## src/rtl/nandrd_pkg.sv

```systemverilog
package nandrd_pkg;

  localparam int ADDR_CYC_MAX = 4;
  localparam int CYC_IDX_W = 2;

  typedef enum logic [1:0] {
    SRC_PRE  = 2'd0,
    SRC_ADDR = 2'd1,
    SRC_POST = 2'd2,
    SRC_RST  = 2'd3
  } wrSrc_e;

  typedef enum logic [1:0] {
    STS_OK       = 2'd0,
    STS_BAD_ADDR = 2'd1,
    STS_BAD_CYC  = 2'd2
  } opStatus_e;

  // strobes from the sequencer to the pin datapath
  typedef struct packed {
    logic                 loadReq;
    logic                 ceOn;
    logic                 cleOn;
    logic                 aleOn;
    logic                 weLow;
    logic                 reLow;
    logic                 dqRelease;
    logic                 driveDq;
    logic                 captureRd;
    wrSrc_e               src;
    logic [CYC_IDX_W-1:0] addrIdx;
  } busStrobes_t;

endpackage

```

## src/rtl/nandrd_ctrl.sv

```systemverilog
module nandrd_ctrl
  import nandrd_pkg::*;
#(
  parameter int STD_DELAY  = 2,
  parameter int READY_WAIT = 30,
  parameter int IDX_W      = 16,
  parameter int LEN_W      = 16
) (
  input  logic             clk,
  input  logic             rstN,
  input  logic             startReq,
  input  logic             opReset,
  input  logic [IDX_W-1:0] blockIdx,
  input  logic [IDX_W-1:0] pageIdx,
  input  logic [LEN_W-1:0] byteCount,
  input  logic [IDX_W-1:0] cfgTotalBlocks,
  input  logic [IDX_W-1:0] cfgPagesPerBlock,
  input  logic [2:0]       cfgAddrCycles,
  input  logic             cfgPostEn,
  output busStrobes_t      strb,
  output logic             busy,
  output logic             done,
  output logic [1:0]       status
);

  localparam int LONGEST = (10 * STD_DELAY > READY_WAIT) ? 10 * STD_DELAY : READY_WAIT;
  localparam int CNT_W = $clog2(LONGEST + 1);
  localparam logic [CNT_W-1:0] LEN_STD   = CNT_W'(STD_DELAY - 1);
  localparam logic [CNT_W-1:0] LEN_CE    = CNT_W'(5 * STD_DELAY - 1);
  localparam logic [CNT_W-1:0] LEN_LEAD  = CNT_W'(10 * STD_DELAY - 1);
  localparam logic [CNT_W-1:0] LEN_READY = CNT_W'(READY_WAIT - 1);

  typedef enum logic [3:0] {
    S_IDLE, S_LEAD, S_CE_ON, S_WR_SETUP, S_WR_DATA, S_WR_HOLD, S_WR_GAP,
    S_READY, S_RD_TURN, S_RD_LOW, S_RD_HIGH, S_RD_BACK, S_CE_OFF, S_DONE
  } seqState_e;

  seqState_e            state, nextState;
  logic [CNT_W-1:0]     phaseCnt;
  logic                 isReset, postEn;
  wrSrc_e               curSrc;
  logic [CYC_IDX_W-1:0] curIdx, lastIdx;
  logic [LEN_W-1:0]     bytesLeft;
  logic [1:0]           statusQ;

  logic phaseEnd, badCyc, badAddr, lastWrite;

  assign phaseEnd = (phaseCnt == '0);
  assign badCyc   = (cfgAddrCycles > 3'd4);
  assign badAddr  = (blockIdx >= cfgTotalBlocks) || (pageIdx >= cfgPagesPerBlock);
  assign lastWrite = (curSrc == SRC_RST) || (curSrc == SRC_POST) ||
                     (curSrc == SRC_ADDR && curIdx == lastIdx && !postEn);

  function automatic logic [CNT_W-1:0] phaseLen(seqState_e s);
    case (s)
      S_LEAD:           return LEN_LEAD;
      S_CE_ON, S_CE_OFF: return LEN_CE;
      S_READY:          return LEN_READY;
      S_IDLE, S_DONE:   return '0;
      default:          return LEN_STD;
    endcase
  endfunction

  always_comb begin
    nextState = state;
    case (state)
      S_IDLE:
        if (startReq) begin
          if (!opReset && (badCyc || badAddr)) nextState = S_DONE;
          else nextState = opReset ? S_CE_ON : S_LEAD;
        end
      S_LEAD:     if (phaseEnd) nextState = S_CE_ON;
      S_CE_ON:    if (phaseEnd) nextState = S_WR_SETUP;
      S_WR_SETUP: if (phaseEnd) nextState = S_WR_DATA;
      S_WR_DATA:  if (phaseEnd) nextState = S_WR_HOLD;
      S_WR_HOLD:  if (phaseEnd) nextState = S_WR_GAP;
      S_WR_GAP:
        if (phaseEnd) begin
          if (!lastWrite) nextState = S_WR_SETUP;
          else nextState = isReset ? S_CE_OFF : S_READY;
        end
      S_READY:
        if (phaseEnd) begin
          if (isReset) nextState = S_DONE;
          else nextState = (bytesLeft != '0) ? S_RD_TURN : S_CE_OFF;
        end
      S_RD_TURN:  if (phaseEnd) nextState = S_RD_LOW;
      S_RD_LOW:   if (phaseEnd) nextState = S_RD_HIGH;
      S_RD_HIGH:  if (phaseEnd) nextState = S_RD_BACK;
      S_RD_BACK:
        if (phaseEnd) nextState = (bytesLeft > LEN_W'(1)) ? S_RD_TURN : S_CE_OFF;
      S_CE_OFF:   if (phaseEnd) nextState = isReset ? S_READY : S_DONE;
      S_DONE:     nextState = S_IDLE;
      default:    nextState = S_IDLE;
    endcase
  end

  always_ff @(posedge clk) begin
    if (!rstN) begin
      state     <= S_IDLE;
      phaseCnt  <= '0;
      isReset   <= 1'b0;
      postEn    <= 1'b0;
      curSrc    <= SRC_PRE;
      curIdx    <= '0;
      lastIdx   <= '0;
      bytesLeft <= '0;
      statusQ   <= STS_OK;
    end else begin
      state <= nextState;
      if (state != nextState) phaseCnt <= phaseLen(nextState);
      else if (!phaseEnd) phaseCnt <= phaseCnt - 1'b1;

      if (state == S_IDLE && startReq) begin
        isReset   <= opReset;
        postEn    <= cfgPostEn;
        lastIdx   <= (cfgAddrCycles == 3'd0) ? '0 : CYC_IDX_W'(cfgAddrCycles - 3'd1);
        bytesLeft <= byteCount;
        curSrc    <= opReset ? SRC_RST : SRC_PRE;
        curIdx    <= '0;
        if (opReset) statusQ <= STS_OK;
        else if (badCyc) statusQ <= STS_BAD_CYC;
        else if (badAddr) statusQ <= STS_BAD_ADDR;
        else statusQ <= STS_OK;
      end

      if (state == S_WR_GAP && phaseEnd && !lastWrite) begin
        if (curSrc == SRC_PRE) begin
          curSrc <= SRC_ADDR;
          curIdx <= '0;
        end else if (curIdx != lastIdx) begin
          curIdx <= curIdx + 1'b1;
        end else begin
          curSrc <= SRC_POST;
        end
      end

      if (state == S_RD_BACK && phaseEnd) bytesLeft <= bytesLeft - 1'b1;
    end
  end

  logic inWrite;
  assign inWrite = (state == S_WR_SETUP) || (state == S_WR_DATA) || (state == S_WR_HOLD);

  always_comb begin
    strb.loadReq   = (state == S_IDLE) && startReq;
    strb.ceOn      = (state == S_CE_ON) || inWrite || (state == S_WR_GAP) ||
                     (state == S_RD_TURN) || (state == S_RD_LOW) ||
                     (state == S_RD_HIGH) || (state == S_RD_BACK) ||
                     (state == S_READY && !isReset);
    strb.cleOn     = inWrite && (curSrc != SRC_ADDR);
    strb.aleOn     = inWrite && (curSrc == SRC_ADDR);
    strb.weLow     = (state == S_WR_SETUP) || (state == S_WR_DATA);
    strb.driveDq   = (state == S_WR_DATA);
    strb.reLow     = (state == S_RD_LOW);
    strb.dqRelease = (state == S_RD_TURN) || (state == S_RD_LOW) || (state == S_RD_HIGH);
    strb.captureRd = (state == S_RD_HIGH) && (phaseCnt == LEN_STD);
    strb.src       = curSrc;
    strb.addrIdx   = curIdx;
  end

  assign busy   = (state != S_IDLE);
  assign done   = (state == S_DONE);
  assign status = statusQ;

  // completion pulse lasts one clock
  a_r11_done_single: assert property (@(posedge clk) disable iff (!rstN)
    done |=> !done);

  // an oversized cycle count finishes at once with code 2
  a_r9_bad_cycles: assert property (@(posedge clk) disable iff (!rstN)
    (!busy && startReq && !opReset && cfgAddrCycles > 3'd4) |=> (done && status == 2'd2));

  // a start during an operation leaves the operation running
  a_r11_busy_holds: assert property (@(posedge clk) disable iff (!rstN)
    (busy && !done) |=> busy);

endmodule

```

## src/rtl/nandrd_dpath.sv

```systemverilog
module nandrd_dpath
  import nandrd_pkg::*;
#(
  parameter int IDX_W = 16
) (
  input  logic             clk,
  input  logic             rstN,
  input  busStrobes_t      strb,
  input  logic [IDX_W-1:0] blockIdx,
  input  logic [IDX_W-1:0] pageIdx,
  input  logic [IDX_W-1:0] columnIdx,
  input  logic [4:0]       cfgBlockShift,
  input  logic [4:0]       cfgPageShift,
  input  logic [4:0]       cfgColShift,
  input  logic             cfgLsbFirst,
  input  logic [7:0]       cfgPreCmd,
  input  logic [7:0]       cfgPostCmd,
  input  logic [7:0]       cfgResetCmd,
  input  logic [7:0]       nandDqIn,
  output logic             nandCeN,
  output logic             nandCleO,
  output logic             nandAleO,
  output logic             nandWeN,
  output logic             nandReN,
  output logic [7:0]       nandDqOut,
  output logic             nandDqOe,
  output logic             rdValid,
  output logic [7:0]       rdData
);

  localparam int WORD_W = 8 * ADDR_CYC_MAX;

  logic [WORD_W-1:0] rawAddr, swapAddr, addrWord;
  logic [7:0]        preCmdQ, postCmdQ, rstCmdQ, wrByte;
  logic [7:0]        cycByte [ADDR_CYC_MAX];

  assign rawAddr = (WORD_W'(blockIdx) << cfgBlockShift) +
                   (WORD_W'(pageIdx) << cfgPageShift) +
                   (WORD_W'(columnIdx) << cfgColShift);

  for (genvar b = 0; b < ADDR_CYC_MAX; b++) begin : g_lane
    assign swapAddr[8*b +: 8] = rawAddr[8*(ADDR_CYC_MAX-1-b) +: 8];
    if (b == 1) begin : g_nib
      assign cycByte[b] = {4'h0, addrWord[8*b +: 4]};
    end else begin : g_full
      assign cycByte[b] = addrWord[8*b +: 8];
    end
  end

  always_comb begin
    case (strb.src)
      SRC_PRE:  wrByte = preCmdQ;
      SRC_POST: wrByte = postCmdQ;
      SRC_RST:  wrByte = rstCmdQ;
      default:  wrByte = cycByte[strb.addrIdx];
    endcase
  end

  always_ff @(posedge clk) begin
    if (!rstN) begin
      addrWord  <= '0;
      preCmdQ   <= '0;
      postCmdQ  <= '0;
      rstCmdQ   <= '0;
      nandCeN   <= 1'b1;
      nandCleO  <= 1'b0;
      nandAleO  <= 1'b0;
      nandWeN   <= 1'b1;
      nandReN   <= 1'b1;
      nandDqOut <= '0;
      nandDqOe  <= 1'b1;
      rdValid   <= 1'b0;
      rdData    <= '0;
    end else begin
      if (strb.loadReq) begin
        addrWord <= cfgLsbFirst ? rawAddr : swapAddr;
        preCmdQ  <= cfgPreCmd;
        postCmdQ <= cfgPostCmd;
        rstCmdQ  <= cfgResetCmd;
      end
      nandCeN  <= !strb.ceOn;
      nandCleO <= strb.cleOn;
      nandAleO <= strb.aleOn;
      nandWeN  <= !strb.weLow;
      nandReN  <= !strb.reLow;
      nandDqOe <= !strb.dqRelease;
      if (strb.driveDq) nandDqOut <= wrByte;
      rdValid <= strb.captureRd;
      if (strb.captureRd) rdData <= nandDqIn;
    end
  end

  // latch enables never overlap
  a_r3_latch_exclusive: assert property (@(posedge clk) disable iff (!rstN)
    !(nandCleO && nandAleO));

  // a write pulse only happens while the chip is selected
  a_r2_we_needs_ce: assert property (@(posedge clk) disable iff (!rstN)
    !nandWeN |-> !nandCeN);

  // the bus value does not move on the latching edge
  a_r2_dq_stable_at_latch: assert property (@(posedge clk) disable iff (!rstN)
    $rose(nandWeN) |-> $stable(nandDqOut));

  // the bus is released a clock ahead of the read strobe
  a_r7_release_before_re: assert property (@(posedge clk) disable iff (!rstN)
    $fell(nandReN) |-> !$past(nandDqOe));

  // no drive while the flash drives
  a_r7_no_contention: assert property (@(posedge clk) disable iff (!rstN)
    !nandReN |-> !nandDqOe);

  // drive is retaken only after the read strobe is high
  a_r7_retake_after_re: assert property (@(posedge clk) disable iff (!rstN)
    $rose(nandDqOe) |-> $past(nandReN));

endmodule

```

## src/rtl/nand_page_reader.sv

```systemverilog
module nand_page_reader
  import nandrd_pkg::*;
#(
  parameter int STD_DELAY  = 2,
  parameter int READY_WAIT = 30,
  parameter int IDX_W      = 16,
  parameter int LEN_W      = 16
) (
  input  logic             clk,
  input  logic             rstN,
  input  logic             startReq,
  input  logic             opReset,
  input  logic [IDX_W-1:0] blockIdx,
  input  logic [IDX_W-1:0] pageIdx,
  input  logic [IDX_W-1:0] columnIdx,
  input  logic [LEN_W-1:0] byteCount,
  input  logic [7:0]       cfgPreCmd,
  input  logic [7:0]       cfgPostCmd,
  input  logic [7:0]       cfgResetCmd,
  input  logic             cfgPostEn,
  input  logic             cfgLsbFirst,
  input  logic [2:0]       cfgAddrCycles,
  input  logic [4:0]       cfgBlockShift,
  input  logic [4:0]       cfgPageShift,
  input  logic [4:0]       cfgColShift,
  input  logic [IDX_W-1:0] cfgTotalBlocks,
  input  logic [IDX_W-1:0] cfgPagesPerBlock,
  output logic             busy,
  output logic             done,
  output logic [1:0]       status,
  output logic             nandCeN,
  output logic             nandCleO,
  output logic             nandAleO,
  output logic             nandWeN,
  output logic             nandReN,
  output logic [7:0]       nandDqOut,
  output logic             nandDqOe,
  input  logic [7:0]       nandDqIn,
  output logic             rdValid,
  output logic [7:0]       rdData
);

  busStrobes_t strb;

  nandrd_ctrl #(
    .STD_DELAY(STD_DELAY), .READY_WAIT(READY_WAIT), .IDX_W(IDX_W), .LEN_W(LEN_W)
  ) i_ctrl (
    .clk(clk), .rstN(rstN), .startReq(startReq), .opReset(opReset),
    .blockIdx(blockIdx), .pageIdx(pageIdx), .byteCount(byteCount),
    .cfgTotalBlocks(cfgTotalBlocks), .cfgPagesPerBlock(cfgPagesPerBlock),
    .cfgAddrCycles(cfgAddrCycles), .cfgPostEn(cfgPostEn),
    .strb(strb), .busy(busy), .done(done), .status(status)
  );

  nandrd_dpath #(.IDX_W(IDX_W)) i_dpath (
    .clk(clk), .rstN(rstN), .strb(strb),
    .blockIdx(blockIdx), .pageIdx(pageIdx), .columnIdx(columnIdx),
    .cfgBlockShift(cfgBlockShift), .cfgPageShift(cfgPageShift), .cfgColShift(cfgColShift),
    .cfgLsbFirst(cfgLsbFirst), .cfgPreCmd(cfgPreCmd), .cfgPostCmd(cfgPostCmd),
    .cfgResetCmd(cfgResetCmd), .nandDqIn(nandDqIn),
    .nandCeN(nandCeN), .nandCleO(nandCleO), .nandAleO(nandAleO), .nandWeN(nandWeN),
    .nandReN(nandReN), .nandDqOut(nandDqOut), .nandDqOe(nandDqOe),
    .rdValid(rdValid), .rdData(rdData)
  );

  // read bytes appear only inside a selected, running operation
  a_r7_valid_in_op: assert property (@(posedge clk) disable iff (!rstN)
    rdValid |-> (busy && !nandCeN));

endmodule

```

## config.mk

```make
export PLATFORM = sky130hd
export DESIGN_NAME = nand_page_reader
export DESIGN_NICKNAME = d
export VERILOG_FILES = /design/src/rtl/nandrd_pkg.sv /design/src/rtl/nandrd_ctrl.sv /design/src/rtl/nandrd_dpath.sv /design/src/rtl/nand_page_reader.sv
export SDC_FILE = /design/constraint.sdc
export NUM_CORES = 1
export LEC_CHECK = 0
export CORE_UTILIZATION = 45
export DETAILED_ROUTE_END_ITERATION = 8
export PLACE_DENSITY = 0.71
export SYNTH_ARGS = -nofsm -noshare
export SYNTH_HDL_FRONTEND = slang
export SYNTH_SLANG_ARGS = --single-unit
```

## constraint.sdc

```tcl
create_clock -name clk -period 16.6 [get_ports clk]
set_input_delay 3.32 -clock clk [delete_from_list [all_inputs] [get_ports clk]]
set_output_delay 3.32 -clock clk [all_outputs]
set_load 0.005 [all_outputs]
```

==> run summary, run 1 <==
The run finished with clean final reports. The hold violation count in the final report is 0. The total power per unit cell area came out at 98.9 nW/um2.

The post-placement worst setup slack is 7.84 ns. The worst hold path belongs to the class reg -> reg. The library cells used most frequently in the layout, excluding fill and tap cells, are sky130_fd_sc_hd__nand2_1, sky130_fd_sc_hd__clkdlybuf4s50_1, sky130_fd_sc_hd__a21oi_1. In this run, distinct cell masters in the synthesized netlist total 73.

The headroom to the max-slew limit came out at 25.0%. The average instance area after synthesis came out at 7.56 um2. For the pin with the worst max-slew slack, the measured transition is 1.12 ns.

The first global-routing pass estimated 53500 um of wire. The type of destination of the critical path is a flip-flop. Entering global routing, the biggest net connects 73 pins. The count of mapped cells out of synthesis came out at 1496. The area growth from synthesis to layout is 19.3%. The initial antenna violation count came out at 0. The clock sink count came out at 110. The number of buffers inserted for hold repair after clock tree synthesis came out at 0. Counting flops with an async set or reset pin after synthesis yields a share of 0%. The number of global-route vias before repair is 10400.

The number of DRC markers after the initial detailed-route iteration is 874. Summing the sequential cell areas from Yosys gives 19.5% of the chip area. For this configuration, the core starts out at a cell density of 46.2%. The cell depth of the worst hold path is 2. The post-layout net count came out at 1848. The die boundary height came out at 161 um. The count of warnings emitted by yosys is 0. Data on the critical path arrives at its endpoint at 8.75 ns.

The DRC violations left came out at 0. After layout, the worst path uses 51.0% of the clock period. The largest fanout of any net on the critical path is 24.

The quantity of gates resized following cts came out at 0. The number of detailed-routing iterations run before antenna repair is 6. In this run the static leakage power is 5.58 nW. Summed over all failing endpoints, the final setup total negative slack is 0 ns.

The initialized floorplan defines 57 standard-cell rows. From left edge to right edge, the die measures 161 um. The critical path starts at cfgPageShift[0]. The area of the die is 25800 um2. The commonest non-fill, non-tap cell in the layout is sky130_fd_sc_hd__nand2_1. During I/O placement, the number of pins put on the boundary was 179. The combined global-route utilization of all metal layers is 25.4%. The HPWL reported at the end of detailed placement came out at 26200 um. For this block, the routed nets add up to 33000 um of wire. The number of buffers inserted by post-CTS setup repair came out at 0.

Routed signal wires occupy layers up through met4. The number of synthesized flops with an enable pin came out at 0. The critical path is of the in -> reg type. The count of input and output buffers is 178. In this run the most critical hold path is launched from i_dpath.rstCmdQ[2]. The worst clock skew came out at 0.00955 ns. For this run, the leading register cell type out of synthesis is sky130_fd_sc_hd__dfxtp_1. The via count normalized by instance count is 5.80. Setup repair after global routing left no endpoint under its margin.

The total standard cell area after synthesis is 11300 um2. The met3 wirelength from detailed routing came out at 1450 um. The depth of the worst register-to-register path came out at 9. The wire length per cell after detailed routing came out at 17.1 um. The number of buffers created by CTS is 9. The clock edge transition at the registers on the reported setup and hold paths came out at 0.08 ns. The peak supply drop is 0.000113 V.

The synthesized design contains 110 register bits. The number of violations of the max-capacitance limit is 0. The fmax came out at 0.118 GHz. TritonCTS built the clock tree. For hold timing, the worst endpoint is i_dpath.rstCmdQ[2]. The count of final max-slew check failures came out at 0. Setup slack closes at 8.14 ns. The met2 wirelength from detailed routing is 15300 um. Setup violations remaining at the end of the flow were counted as 0.

The number of nets in the synthesized netlist is 1746. The total vias in the final route came out at 11200. The clock passes through at most 2 buffers. The endpoint of the worst register-to-register path is i_ctrl.phaseCnt[2]. The final global-route overflow total came out at 0.

The area of the core came out at 24500 um2. The post-route met1 wirelength is 15300 um. The root buffer cell chosen for the clock tree is sky130_fd_sc_hd__clkbuf_16. The endpoint required time on the critical path came out at 16.89 ns.

The number of antenna cells inserted came out at 0. The number of routed nets with antenna violations came out at 0. In this run the critical register-to-register path is launched from i_ctrl.state[0]. The worst path needs 8.46 ns of the cycle, external delays included. The register-to-register setup slack came out at 13.38 ns. At the later pin of the worst-skew pair, clock insertion delay measures 0.36 ns.

The H-tree level count came out at 3. The final weighted congestion in routability-driven placement is 0.991. STA classifies the critical path startpoint as an input port. Of the cells placed in the final design, the portion with a size suffix greater than 1 is 5.99%.
[cells by family after synthesis]
group,synth area share [%]
AND/OR/NAND/NOR,21.0
buffers and inverters,6.31
multiplexers,16.0
adder cells (fa/ha/maj),13.0
AO/OA/AOI/OAI,22.0
XOR/XNOR,2.32
flip-flops,19.5
[synth_stat cells, types with 5 or more instances]
master | count | area (um2)
sky130_fd_sc_hd__a211oi_1 | 16 | 120
sky130_fd_sc_hd__a21o_1 | 14 | 105
sky130_fd_sc_hd__a21oi_1 | 145 | 726
sky130_fd_sc_hd__a22o_1 | 8 | 70.1
sky130_fd_sc_hd__a22oi_1 | 5 | 37.5
sky130_fd_sc_hd__a31oi_1 | 21 | 131
sky130_fd_sc_hd__a41oi_1 | 5 | 43.8
sky130_fd_sc_hd__and2_1 | 12 | 75.1
sky130_fd_sc_hd__and3_1 | 8 | 50.1
sky130_fd_sc_hd__buf_1 | 13 | 48.8
sky130_fd_sc_hd__clkbuf_1 | 77 | 289
sky130_fd_sc_hd__dfxtp_1 | 110 | 2200
sky130_fd_sc_hd__fa_1 | 32 | 641
sky130_fd_sc_hd__ha_1 | 66 | 826
sky130_fd_sc_hd__inv_1 | 91 | 342
sky130_fd_sc_hd__mux2_2 | 33 | 372
sky130_fd_sc_hd__mux2i_1 | 92 | 921
sky130_fd_sc_hd__mux4_2 | 23 | 518
sky130_fd_sc_hd__nand2_1 | 225 | 845
sky130_fd_sc_hd__nand2b_1 | 22 | 138
sky130_fd_sc_hd__nand3_1 | 28 | 140
sky130_fd_sc_hd__nand4_1 | 10 | 62.6
sky130_fd_sc_hd__nor2_1 | 110 | 413
sky130_fd_sc_hd__nor2b_1 | 17 | 106
sky130_fd_sc_hd__nor3_1 | 38 | 190
sky130_fd_sc_hd__nor4_1 | 6 | 37.5
sky130_fd_sc_hd__o2111ai_1 | 7 | 61.3
sky130_fd_sc_hd__o211ai_1 | 16 | 120
sky130_fd_sc_hd__o21ai_0 | 96 | 480
sky130_fd_sc_hd__o21ai_1 | 5 | 25.0
sky130_fd_sc_hd__o22ai_1 | 14 | 87.6
sky130_fd_sc_hd__o31ai_1 | 7 | 52.6
sky130_fd_sc_hd__or2_2 | 5 | 31.3
sky130_fd_sc_hd__or3_1 | 11 | 68.8
sky130_fd_sc_hd__or4_1 | 6 | 45.0
sky130_fd_sc_hd__xnor2_1 | 22 | 193
sky130_fd_sc_hd__xor2_1 | 8 | 70.1
[power breakdown]
group	switching, W	internal [W]	total (W)
clock network	0.000108	0.000107	0.000215
logic	0.000423	0.000304	0.000727
registers	0.0000640	0.000329	0.000393
[how the worst max path moves through the flow]
| stage | to | slack (ns) | cells after the start |
|---|---|---|---|
| finish | i_dpath.addrWord[6] | 8.14 | 20 |
| global route | i_dpath.addrWord[29] | 7.81 | 17 |
| CTS | i_dpath.addrWord[6] | 8.20 | 20 |
| detailed placement | i_dpath.addrWord[6] | 7.84 | 20 |
| global placement | i_dpath.addrWord[6] | 7.94 | 20 |
| floorplan | i_dpath.addrWord[30] | 8.74 | 21 |
[sequential cells by signal, indices dropped and copies added, names as in the netlist, 2 cells and up]
signal / count
i_dpath.preCmdQ: 8
i_ctrl.status: 2
i_dpath.rstCmdQ: 8
i_ctrl.lastIdx: 2
i_ctrl.curSrc: 2
i_ctrl.bytesLeft: 16
i_ctrl.curIdx: 2
i_dpath.addrWord: 28
i_dpath.rdData: 8
i_ctrl.phaseCnt: 5
i_dpath.postCmdQ: 8
i_ctrl.state: 4
i_dpath.nandDqOut: 8
[cell type report]
type | instances | area (um2)
Timing Repair Buffer | 185 | 1830
Multi-Input combinational cell | 1198 | 8400
Sequential cell | 110 | 2200
Clock inverter | 7 | 70.1
Inverter | 94 | 353
Tap cell | 324 | 405
Clock buffer | 9 | 225
Fill cell | 2288 | 11000
[critical path: stages]
cell	delay (ns)
sky130_fd_sc_hd__clkdlybuf4s50_1	1.21
sky130_fd_sc_hd__mux2_2	0.44
sky130_fd_sc_hd__nor2_1	0.09
sky130_fd_sc_hd__a21oi_1	0.08
sky130_fd_sc_hd__nand2_1	0.11
sky130_fd_sc_hd__o21ai_0	0.15
sky130_fd_sc_hd__mux2i_1	0.22
sky130_fd_sc_hd__nor2_1	0.06
sky130_fd_sc_hd__a21oi_1	0.32
sky130_fd_sc_hd__fa_1	0.48
sky130_fd_sc_hd__inv_1	0.07
sky130_fd_sc_hd__ha_1	0.30
sky130_fd_sc_hd__a211o_1	0.34
sky130_fd_sc_hd__a311o_1	0.36
sky130_fd_sc_hd__a31o_2	0.25
sky130_fd_sc_hd__o31a_1	0.17
sky130_fd_sc_hd__a21o_1	0.20
sky130_fd_sc_hd__nand4_1	0.10
sky130_fd_sc_hd__mux2_2	0.35
sky130_fd_sc_hd__o21ai_1	0.12
[stage by stage]
step                instances  utilization (%)  total power [W]  hold WS, ns  instance area (um2)
CTS                      1927             55.1          0.00133        0.456                13500
global route             1927             55.1          0.00144        0.473                13500
detailed placement       1911             53.9          0.00111        0.445                13200
floorplan                1496                -         0.000902        0.432                11300
finish                   1927             55.1          0.00133        0.454                13500
global placement         1911             53.9          0.00110        0.439                13200
[per-layer routing]
layer	up-vias	track usage, %
met5	-	0
met2	341	40.9
met1	5223	35.2
met3	55	2.22
li1	5559	-
met4	0	9.48
No activity file was read; power rests on OpenSTA's default activity.
==> run 2: changes to the inputs <==
--- a/config.mk
+++ b/config.mk
@@ -7,7 +7,7 @@
 export LEC_CHECK = 0
 export CORE_UTILIZATION = 45
 export DETAILED_ROUTE_END_ITERATION = 8
-export PLACE_DENSITY = 0.71
+export PLACE_DENSITY = 0.73
 export SYNTH_ARGS = -nofsm -noshare
 export SYNTH_HDL_FRONTEND = slang
 export SYNTH_SLANG_ARGS = --single-unit
==> constraint.sdc (replaced) <==
create_clock -name clk -period 6.8 [get_ports clk]
set_input_delay 1.36 -clock clk [delete_from_list [all_inputs] [get_ports clk]]
set_output_delay 1.36 -clock clk [all_outputs]
set_load 0.005 [all_outputs]
==> run summary, run 2 (synthesis gave the netlist of run 1 again) <==
The first global-routing pass estimated 53800 um of wire. Global routing consumed, on the met3 layer, 4.21% of the routing resources. Global routing consumed, on the met1 layer, 34.3% of the routing resources. The wire length per cell after detailed routing is 17.2 um. The logic depth of the worst path, buffers included is 20. The total instance count after detailed placement is 1933. In this run the worst path has a maximum fanout of 13. Among cell families on the critical path, the largest total delay comes from compound AO/OA/AOI/OAI gates.

The slew at the pin closest to its max-slew limit came out at 0.962 ns. The H-tree level count came out at 3. The library cell used most frequently in the layout, excluding fill and tap cells, is sky130_fd_sc_hd__nand2_1. The worst-skew pair later-pin latency came out at 0.36 ns.

The register-to-register setup slack came out at 3.59 ns. The maximum number of buffers from clock root to sink came out at 2. The detail route stage leaves a number of antenna-violating nets equal to 0. The final cell count without fillers came out at 1948. The number of standard-cell rows in the floorplan came out at 57.

The critical path arrival is 6.35 ns. The number of buffers inserted for hold repair after clock tree synthesis is 0. Post-CTS repair changed the size of 0 cells.

The hold violation count in the final report was 0. The first routing iteration left 873 violations. In this run the static leakage power is 5.68 nW. The die outline width is 161 um.

The final-report setup violation count is 0. The largest registers in the layout are i_dpath.addrWord: 28 flops, i_ctrl.bytesLeft: 16 flops. Based on the critical path, the design can be clocked at up to 0.165 GHz. The worst hold margin is 0.458 ns. The flip-flop count of the largest register after layout is 28.

In this run the critical register-to-register path is launched from i_ctrl.state[0]. Setup repair after global routing left no endpoint under its margin. The final weighted congestion in routability-driven placement is 1.02. The endpoint of the worst register-to-register path is i_ctrl.phaseCnt[2]. The final critical delay including setup and external delays is 6.06 ns. The cell sitting at the root of the clock tree is a sky130_fd_sc_hd__clkbuf_16. The die covers 25800 um2. The endpoint with the worst hold slack is i_dpath.preCmdQ[1]. The number of detailed-routing iterations run before antenna repair is 6. Entering global routing, the biggest net connects 84 pins. 179 I/O pins were placed. The critical path contains buffers and inverters numbering 3 combined. The number of violations of the max-capacitance limit came out at 0.

The die boundary height is 161 um. The peak supply drop is 0.000222 V. The number of antenna cells inserted came out at 0. The via count normalized by instance count came out at 5.84.

Summed over all layers, the global routing overflow is 0. For this configuration, the core starts out at a cell density of 46.2%. The clock edge transition at the registers on the reported setup and hold paths came out at 0.07 ns. The global routing met2 resource utilization is 40.4%.

The layout cell share with drive strength beyond 1 is 7.20%. The count of final max-slew check failures is 0. The number of buffers created by CTS is 9. The initial antenna violation count came out at 0. The TritonCTS clock tree is done. The headroom to the max-slew limit is 35.4%. The worst setup path category is in -> reg. STA puts the critical path data required time at 7.08 ns.

The count of input and output buffers came out at 178. STA classifies the critical path startpoint as an input port. The HPWL reported at the end of detailed placement came out at 26400 um.

Traced cell by cell, the critical path runs through clkdlybuf4s50_1 -> buf_4 -> mux2i_1 -> a21oi_1 -> nand2_1 -> o21ai_0 -> mux2i_1 -> nor2_1 -> a21oi_1 -> fa_1 -> inv_1 -> ha_1 -> a211o_1 -> a311o_1 -> a31o_2 -> o31a_1 -> a21o_1 -> nand4_1 -> mux2_2 -> o21ai_1. The layout has 2293 filler cells. The register containing the most flip-flops in the final layout is i_dpath.addrWord. The DRC violations left came out at 0.

The highest-delay cell along the critical path is sky130_fd_sc_hd__clkdlybuf4s50_1. The number of global-route vias before repair came out at 10600. The final clock period utilization by the worst path is 89.1%. The share of the core filled with cells came out at 55.8%.

The number of buffers inserted by post-CTS setup repair came out at 0. The area of the core is 24500 um2. The total vias in the final route is 11400. The total power per unit cell area came out at 239 nW/um2. The hold path startpoint is i_dpath.preCmdQ[1]. After global routing, the most crowded layer is met2. The setup TNS is 0 ns.

The post-layout net count is 1870. In the layout the commonest cells are sky130_fd_sc_hd__nand2_1, sky130_fd_sc_hd__clkdlybuf4s50_1, sky130_fd_sc_hd__a21oi_1. The path class of the tightest hold or removal check is reg -> reg. Counting cells, the worst reg-to-reg path comes to 9. The flow ran to the end, and the final reports show no timing, DRC or antenna violations. Global routing used 25.7% of the available tracks across all layers.

The clock sink count came out at 110. The final layout contains routed wiring with a total length of 33500 um. The synthesis-to-finish area growth is 20.6%. The cell depth of the worst hold path came out at 2. Total power for the finished layout comes to 0.00326 W.

The maximum single-stage delay on the critical path came out at 0.85 ns. The type of destination of the critical path is a flip-flop. The worst clock skew is 0.0102 ns.
-- run 2: worst max path at each step --
stage	startpoint	endpoint	slack [ns]
floorplan	cfgPageShift[0]	i_dpath.addrWord[30]	0.90
global placement	cfgPageShift[0]	i_dpath.addrWord[19]	0.49
detailed placement	cfgPageShift[0]	i_dpath.addrWord[6]	0.41
CTS	cfgPageShift[0]	i_dpath.addrWord[6]	0.78
global route	cfgPageShift[0]	i_dpath.addrWord[24]	0.37
finish	cfgPageShift[0]	i_dpath.addrWord[6]	0.74
-- run 2: final cells by class --
type / count / area, um2 / area share, %
Clock inverter: 5 / 42.5 / 0.312
Clock buffer: 10 / 239 / 1.75
Tap cell: 324 / 405 / 2.97
Multi-Input combinational cell: 1198 / 8400 / 61.6
Timing Repair Buffer: 207 / 2000 / 14.7
Inverter: 94 / 353 / 2.59
Sequential cell: 110 / 2200 / 16.1
-- run 2: report_power, final --
| group | internal (W) | switching, W |
|---|---|---|
| registers | 0.000803 | 0.000156 |
| logic | 0.000747 | 0.00104 |
| clock network | 0.000262 | 0.000251 |
| total | 0.00181 | 0.00144 |
-- run 2: per-stage QoR --
step | area, um2 | worst slack [ns]
2_1_floorplan | 11300 | 0.899
4_1_cts | 13600 | 0.780
6_report | 13600 | 0.738
3_3_place_gp | 13400 | 0.491
5_1_grt | 13600 | 0.374
3_5_place_dp | 13400 | 0.411
-- run 2: worst register-to-register path, cell delays in order (launching register included) --
cell and delay, ns:
sky130_fd_sc_hd__dfxtp_1 0.54, sky130_fd_sc_hd__nor2_1 0.37, sky130_fd_sc_hd__and3_2 0.22, sky130_fd_sc_hd__buf_4 0.65, sky130_fd_sc_hd__a22oi_1 0.24, sky130_fd_sc_hd__o2111ai_1 0.15
sky130_fd_sc_hd__nand2b_1 0.08, sky130_fd_sc_hd__a221o_1 0.39, sky130_fd_sc_hd__or3_1 0.38, sky130_fd_sc_hd__a21oi_1 0.13
-- run 2: layer usage --
layer,vias to the layer above,wire length (um)
met5,-,0
met4,0,1450
met3,71,2330
met2,434,15000
met1,5288,14700
li1,5591,-
